**config.mk**
```make
export PLATFORM = sky130hd
export DESIGN_NAME = bfu_unit
export DESIGN_NICKNAME = d
export VERILOG_FILES = /design/src/rtl/bfu_pkg.sv /design/src/rtl/bfu_mask_gen.sv /design/src/rtl/bfu_field_path.sv /design/src/rtl/bfu_bit_path.sv /design/src/rtl/bfu_unit.sv
export SDC_FILE = /design/constraint.sdc
export NUM_CORES = 1
export LEC_CHECK = 0
export ABC_AREA = 0
export BUFFER_PORTS_ARGS = -buffer_cell sky130_fd_sc_hd__buf_2
export CAP_MARGIN = 10
export CORE_MARGIN = 3
export CORE_UTILIZATION = 45
export DETAILED_ROUTE_END_ITERATION = 16
export HOLD_SLACK_MARGIN = 0.15
export RECOVER_POWER = 100
export SYNTH_ARGS = -nofsm -noshare
export SYNTH_HDL_FRONTEND = slang
export SYNTH_SLANG_ARGS = --single-unit
```
**constraint.sdc**
```tcl
create_clock -name clk -period 3.74 [get_ports clk]
set_input_delay 0.748 -clock clk [delete_from_list [all_inputs] [get_ports clk]]
set_output_delay 0.748 -clock clk [all_outputs]
set_load 0.005 [all_outputs]
```
**src/rtl/bfu_pkg.sv**
```systemverilog
// bfu_pkg: shared widths and the operation encoding of the bit field unit.
// Assumes a word width that is a power of two so the index fits exactly.
package bfu_pkg;

    parameter int DATA_W = 16;
    parameter int IDX_W  = $clog2(DATA_W);

    typedef enum logic [2:0] {
        OP_MAKE   = 3'd0,
        OP_INSERT = 3'd1,
        OP_EXT_S  = 3'd2,
        OP_EXT_U  = 3'd3,
        OP_BSET   = 3'd4,
        OP_BCLR   = 3'd5,
        OP_BTGL   = 3'd6,
        OP_BTST   = 3'd7
    } bfu_op_e;

endpackage

```
**src/rtl/bfu_mask_gen.sv**
```systemverilog
// bfu_mask_gen: builds the field masks from a width code and a position.
// low_mask has the lowest (width_m1+1) bits set; field_mask is low_mask
// moved up by the position, with bits beyond the word simply lost.
// Assumes width_m1 and offset are in range of an IW-bit index.
module bfu_mask_gen #(
    parameter int DW = 16,
    parameter int IW = $clog2(DW)
) (
    input  logic [IW-1:0] width_m1,
    input  logic [IW-1:0] offset,
    output logic [DW-1:0] low_mask,
    output logic [DW-1:0] field_mask
);

    // One comparator per bit: bit g belongs to the field when g <= width_m1.
    for (genvar g = 0; g < DW; g++) begin : g_low
        localparam logic [IW-1:0] BIT_IDX = IW'(g);
        assign low_mask[g] = (width_m1 >= BIT_IDX);
    end

    // Positioned mask used by insert to clear the destination window.
    always_comb begin
        field_mask = low_mask << offset;
    end

endmodule

```
**src/rtl/bfu_field_path.sv**
```systemverilog
// bfu_field_path: combinational make, insert and extract results.
// All four results are produced in parallel; the top selects one.
// Assumes the masks come from bfu_mask_gen for the same width and position.
module bfu_field_path #(
    parameter int DW = 16,
    parameter int IW = $clog2(DW)
) (
    input  logic [DW-1:0] src,
    input  logic [DW-1:0] dst,
    input  logic [IW-1:0] width_m1,
    input  logic [IW-1:0] offset,
    input  logic [DW-1:0] low_mask,
    input  logic [DW-1:0] field_mask,
    output logic [DW-1:0] make_res,
    output logic [DW-1:0] insert_res,
    output logic [DW-1:0] ext_u_res,
    output logic [DW-1:0] ext_s_res
);

    logic [DW-1:0] placed;
    logic [DW-1:0] aligned;
    logic [DW-1:0] picked;
    logic          sign_bit;

    // Place the low field of the source at the position; high overflow drops.
    always_comb begin
        placed   = (src & low_mask) << offset;
        make_res = placed;
    end

    // Merge the placed field into the destination outside the window.
    always_comb begin
        insert_res = (dst & ~field_mask) | placed;
    end

    // Logical right shift brings zeros in for positions above the word.
    always_comb begin
        aligned   = src >> offset;
        picked    = aligned & low_mask;
        ext_u_res = picked;
    end

    // Sign comes from the field's top bit after alignment (zero if overflowed).
    always_comb begin
        sign_bit  = aligned[width_m1];
        ext_s_res = picked | ({DW{sign_bit}} & ~low_mask);
    end

endmodule

```
**src/rtl/bfu_bit_path.sv**
```systemverilog
// bfu_bit_path: combinational single-bit set, clear, toggle and test.
// The index selects one bit of the source; the test flag is that bit.
// Assumes index < DW, which an IW-bit index guarantees for powers of two.
module bfu_bit_path #(
    parameter int DW = 16,
    parameter int IW = $clog2(DW)
) (
    input  logic [DW-1:0] src,
    input  logic [IW-1:0] index,
    output logic [DW-1:0] set_res,
    output logic [DW-1:0] clr_res,
    output logic [DW-1:0] tgl_res,
    output logic          bit_val
);

    logic [DW-1:0] sel;

    // One-hot selector for the addressed bit.
    always_comb begin
        sel = {{(DW-1){1'b0}}, 1'b1} << index;
    end

    // The three modifying variants and the tested bit, side by side.
    always_comb begin
        set_res = src | sel;
        clr_res = src & ~sel;
        tgl_res = src ^ sel;
        bit_val = |(src & sel);
    end

endmodule

```
**src/rtl/bfu_unit.sv**
```systemverilog
// bfu_unit: top of the bit field and single-bit manipulation unit.
// One operation per cycle enters with in_valid; the selected result and
// the test flag are registered and appear with out_valid one clock later.
// Assumes a synchronous active-low reset and a free-running clock.
module bfu_unit #(
    parameter int DW = bfu_pkg::DATA_W,
    parameter int IW = $clog2(DW)
) (
    input  logic          clk,
    input  logic          rst_n,
    input  logic          in_valid,
    input  logic [2:0]    in_op,
    input  logic [DW-1:0] in_src,
    input  logic [DW-1:0] in_dst,
    input  logic [IW-1:0] in_width_m1,
    input  logic [IW-1:0] in_offset,
    output logic          out_valid,
    output logic [DW-1:0] out_result,
    output logic          out_flag
);

    import bfu_pkg::*;

    bfu_op_e       op;
    logic [DW-1:0] low_mask;
    logic [DW-1:0] field_mask;
    logic [DW-1:0] make_res;
    logic [DW-1:0] insert_res;
    logic [DW-1:0] ext_u_res;
    logic [DW-1:0] ext_s_res;
    logic [DW-1:0] set_res;
    logic [DW-1:0] clr_res;
    logic [DW-1:0] tgl_res;
    logic          bit_val;
    logic [DW-1:0] nxt_result;
    logic          nxt_flag;

    // Interpret the raw code as the operation type.
    always_comb begin
        op = bfu_op_e'(in_op);
    end

    bfu_mask_gen #(.DW(DW), .IW(IW)) i_mask (
        .width_m1   (in_width_m1),
        .offset     (in_offset),
        .low_mask   (low_mask),
        .field_mask (field_mask)
    );

    bfu_field_path #(.DW(DW), .IW(IW)) i_field (
        .src        (in_src),
        .dst        (in_dst),
        .width_m1   (in_width_m1),
        .offset     (in_offset),
        .low_mask   (low_mask),
        .field_mask (field_mask),
        .make_res   (make_res),
        .insert_res (insert_res),
        .ext_u_res  (ext_u_res),
        .ext_s_res  (ext_s_res)
    );

    bfu_bit_path #(.DW(DW), .IW(IW)) i_bit (
        .src     (in_src),
        .index   (in_offset),
        .set_res (set_res),
        .clr_res (clr_res),
        .tgl_res (tgl_res),
        .bit_val (bit_val)
    );

    // Pick the result for the requested operation; flag only for test.
    always_comb begin
        nxt_flag = 1'b0;
        unique case (op)
            OP_MAKE:   nxt_result = make_res;
            OP_INSERT: nxt_result = insert_res;
            OP_EXT_S:  nxt_result = ext_s_res;
            OP_EXT_U:  nxt_result = ext_u_res;
            OP_BSET:   nxt_result = set_res;
            OP_BCLR:   nxt_result = clr_res;
            OP_BTGL:   nxt_result = tgl_res;
            OP_BTST: begin
                nxt_result = in_src;
                nxt_flag   = bit_val;
            end
            default:   nxt_result = in_src;
        endcase
    end

    // Valid strobe follows the input by exactly one clock.
    always_ff @(posedge clk) begin
        if (!rst_n) out_valid <= 1'b0;
        else        out_valid <= in_valid;
    end

    // Output data loads on a valid input and holds otherwise.
    always_ff @(posedge clk) begin
        if (!rst_n) begin
            out_result <= '0;
            out_flag   <= 1'b0;
        end else if (in_valid) begin
            out_result <= nxt_result;
            out_flag   <= nxt_flag;
        end
    end

endmodule

```
==> results_dict.tcl <==
set metrics [dict create \
    worstPathCellList "buf_2 > clkbuf_1 > nor2_1 > a22oi_1 > a41oi_1 > nand4_1 > o2111a_1 > o21a_1 > a2111oi_0 > a21oi_1" \
    drt_pass1_iterations 6 \
    met2_length_um 10300 \
    vias_per_cell 7.00 \
    multi_input_area_sq_mm 0.00424 \
    antenna_found_initial 0 \
    synth_compound_area_frac 0.344 \
    postSynth.asyncResetShare 0 \
    hold_violations 0 \
    synth_top_family_by_area "compound AO/OA/AOI/OAI gates" \
    cts_buffers 3 \
    grt_max_degree 35 \
    die_w_um 112 \
    layout-drive-gt1-share 0.213 \
    syn-instance-count 717 \
    io_buffers 63 \
    cts_buffer_depth 2 \
    fillCellCount 1166 \
    p_clk_frac 0.194 \
    insertion_delay_ns 0.25 \
    crit_path_max_fanout 19 \
    switching_share 0.464 \
    tns_ns 0 \
    critPathCaptureType "register" \
    cp.required_ns 3.86 \
    dr.first_iter.drc_count 1021 \
    ctsResizeCount 0 \
    critPathSlowestCell "a2111oi_0" \
    mostFrequentLayoutCells "nand2_1 (72), a21oi_1 (64), buf_4 (57)" \
    die_area_sq_mm 0.0126 \
    die-height_um 112 \
    seq_area_frac_synth 0.0707 \
    p_leak_uw 0.00255 \
    critPathLaunchType "input port" \
    timing.final.crit_share 0.931 \
    synth_enable_flop_cells 0 \
    switchingPower_uw 530 \
    cts_hold_buf 0 \
    cts_setup_buffers 0 \
    diodes 0 \
    wl_met3_um 3270 \
    finalWirelength_um 24200 \
    synth_adder_area_share 0.126 \
    grt_usage 0.374 \
    drv_slew 0 \
    worst_slew_pin_slew_ns 0.709 \
    yosysWarnings 0 \
    avgRoutedWirePerCell_um 26.4 \
    cts_root_buffer "clkbuf_16" \
    synth_area_sq_mm 0.00509 \
    synth_mux_area_frac 0.148 \
    detailed_place_hpwl_um 19000 \
    wl_met1_um 9300 \
    final_antenna_net_count 0 \
    syn_area_per_cell_sq_um 7.10 \
    status "finished, final reports clean" \
    grt_pass1_vias 6182 \
    cts_tree "done" \
    routed.top_layer "met4" \
    syn_to_final_growth_pct 13.6 \
    cts_max_level 1 \
    gp_congestion 1.07 \
    skew_ns 0 \
    power_frac_seq 0.189 \
    nets 874 \
    setup_violations 0 \
    p_per_area_mw_per_mm2 197 \
    crit_type "in -> reg" \
    period_minus_slack_ns 3.48 \
    total_power_uw 1140 \
    synth-xor-area-share 0.00172 \
    combPwrFrac 0.617 \
    yosys.area_share.simple 0.214 \
    peakVddDrop_uv 184 \
    rsz0062_at_grt "no" \
    coreArea_sq_mm 0.0109 \
    fmaxAchievable_ghz 0.287 \
    syn_nets 811 \
    vias 6425 \
    ys.flop_type "dfxtp_1" \
    cpPeakStageDelay_ns 0.53 \
    grt_pass1_wl_um 37000 \
    seqCellArea_sq_um 360 \
    power.internal_uw 611 \
    hold_path_class "reg -> reg" \
    gr-total-overflow 0 \
    synth_cell_types 73 \
    rows 38 \
    ys_ff_latch 18 \
    remaining_drc_errors 0 \
    drv_cap 0 \
    clk_pin_slew_ns 0.06 \
    relSlewSlack 0.515 \
    critPathArrivalTime_ns 3.60 \
    io-pin-count 64 \
    initial_core_util 0.466 \
    final_common_cell "nand2_1" \
    cts_sinks 18 \
]
==> synthesized netlist by cell type, types with 5 or more instances <==
cell type	instances	area share
nand4_1	6	0.0074
a211oi_1	13	0.019
buf_6	5	0.011
a2111oi_0	5	0.0086
a21oi_1	64	0.063
nor4_1	11	0.014
a22o_1	10	0.017
clkbuf_1	38	0.028
o211ai_1	8	0.012
ha_1	48	0.12
and2_1	9	0.011
nand2_1	72	0.053
a211o_1	6	0.010
o22ai_1	8	0.0098
mux4_2	14	0.062
o21a_1	6	0.0088
a21o_1	5	0.0074
a31oi_1	10	0.012
or3_1	5	0.0061
nor2b_1	8	0.0098
o31a_1	5	0.0086
nor2_1	51	0.038
mux2_2	19	0.042
dfxtp_1	18	0.071
buf_2	13	0.013
nand3_1	18	0.018
inv_1	44	0.032
a221o_1	5	0.0098
nand2b_1	12	0.015
a22oi_1	6	0.0088
or2_2	8	0.0098
buf_1	8	0.0059
mux2i_1	12	0.024
o221ai_1	9	0.015
nor3_1	18	0.018
o21ai_0	46	0.045
==> metrics by stage <==
step	setup slack, ns	util	hold slack (ns)	std cells	instance area, sq um
after CTS	0.395	0.531	0.459	918	5810
after global routing	0.126	0.529	0.490	918	5780
after detailed placement	0.149	0.524	0.445	915	5730
final	0.258	0.529	0.453	918	5780
after floorplan	0.449	-	0.449	717	5090
after global placement	0.160	0.524	0.435	915	5730
==> cell families after synthesis <==
kind of cell               after synthesis
buffers and inverters                  114
DFF                                     18
and+or+nand+nor                        228
xor gates and xnor gates                 1
muxes                                   49
adders and majority gates               52
AOI/OAI and AO/OA                      255
==> path summary, 6_finish.rpt <==
path / cells past startpoint / to / start / slack (ns)
worst min-delay path: 2 / out_result[3] / out_result[3] / 0.45
worst min register to register: 2 / out_result[3] / out_result[3] / 0.45
worst max-delay path: 10 / out_result[9] / in_offset[1] / 0.26
worst max register to register: 4 / out_result[9] / out_result[9] / 1.96
==> routing by layer <==
layer,vias to the layer above,track usage
li1,2825,-
met1,3041,0.500
met2,477,0.567
met3,82,0.0997
met4,0,0.167
met5,-,0
==> critical path, delay by kind of cell <==
family | cells | cell delay (ns)
AOI/OAI and AO/OA | 6 | 1.72
buffers and inverters | 2 | 0.51
and+or+nand+nor | 2 | 0.62
==> layout make-up <==
cell class,count,area share
Clock buffer,3,0.0130
Inverter,48,0.0311
Multi-Input combinational cell,585,0.734
Sequential cell,18,0.0623
Tap cell,140,0.0303
Timing Repair Buffer,124,0.130
==> power groups by stage <==
stage          clock network [uW]  logic [uW]  registers [uW]
6_report                      221         704             216
2_1_floorplan                   0         414             218
3_5_place_dp                    0         680             219
4_1_cts                       219         683             215
5_1_grt                       231         750             217
3_3_place_gp                    0         676             219
==> sequential cells by signal, summed over array words and instances, names as in the netlist <==
signal	count
out_valid	1
out_result	16
out_flag	1
Note: power is estimated with default switching activity, not from simulation.
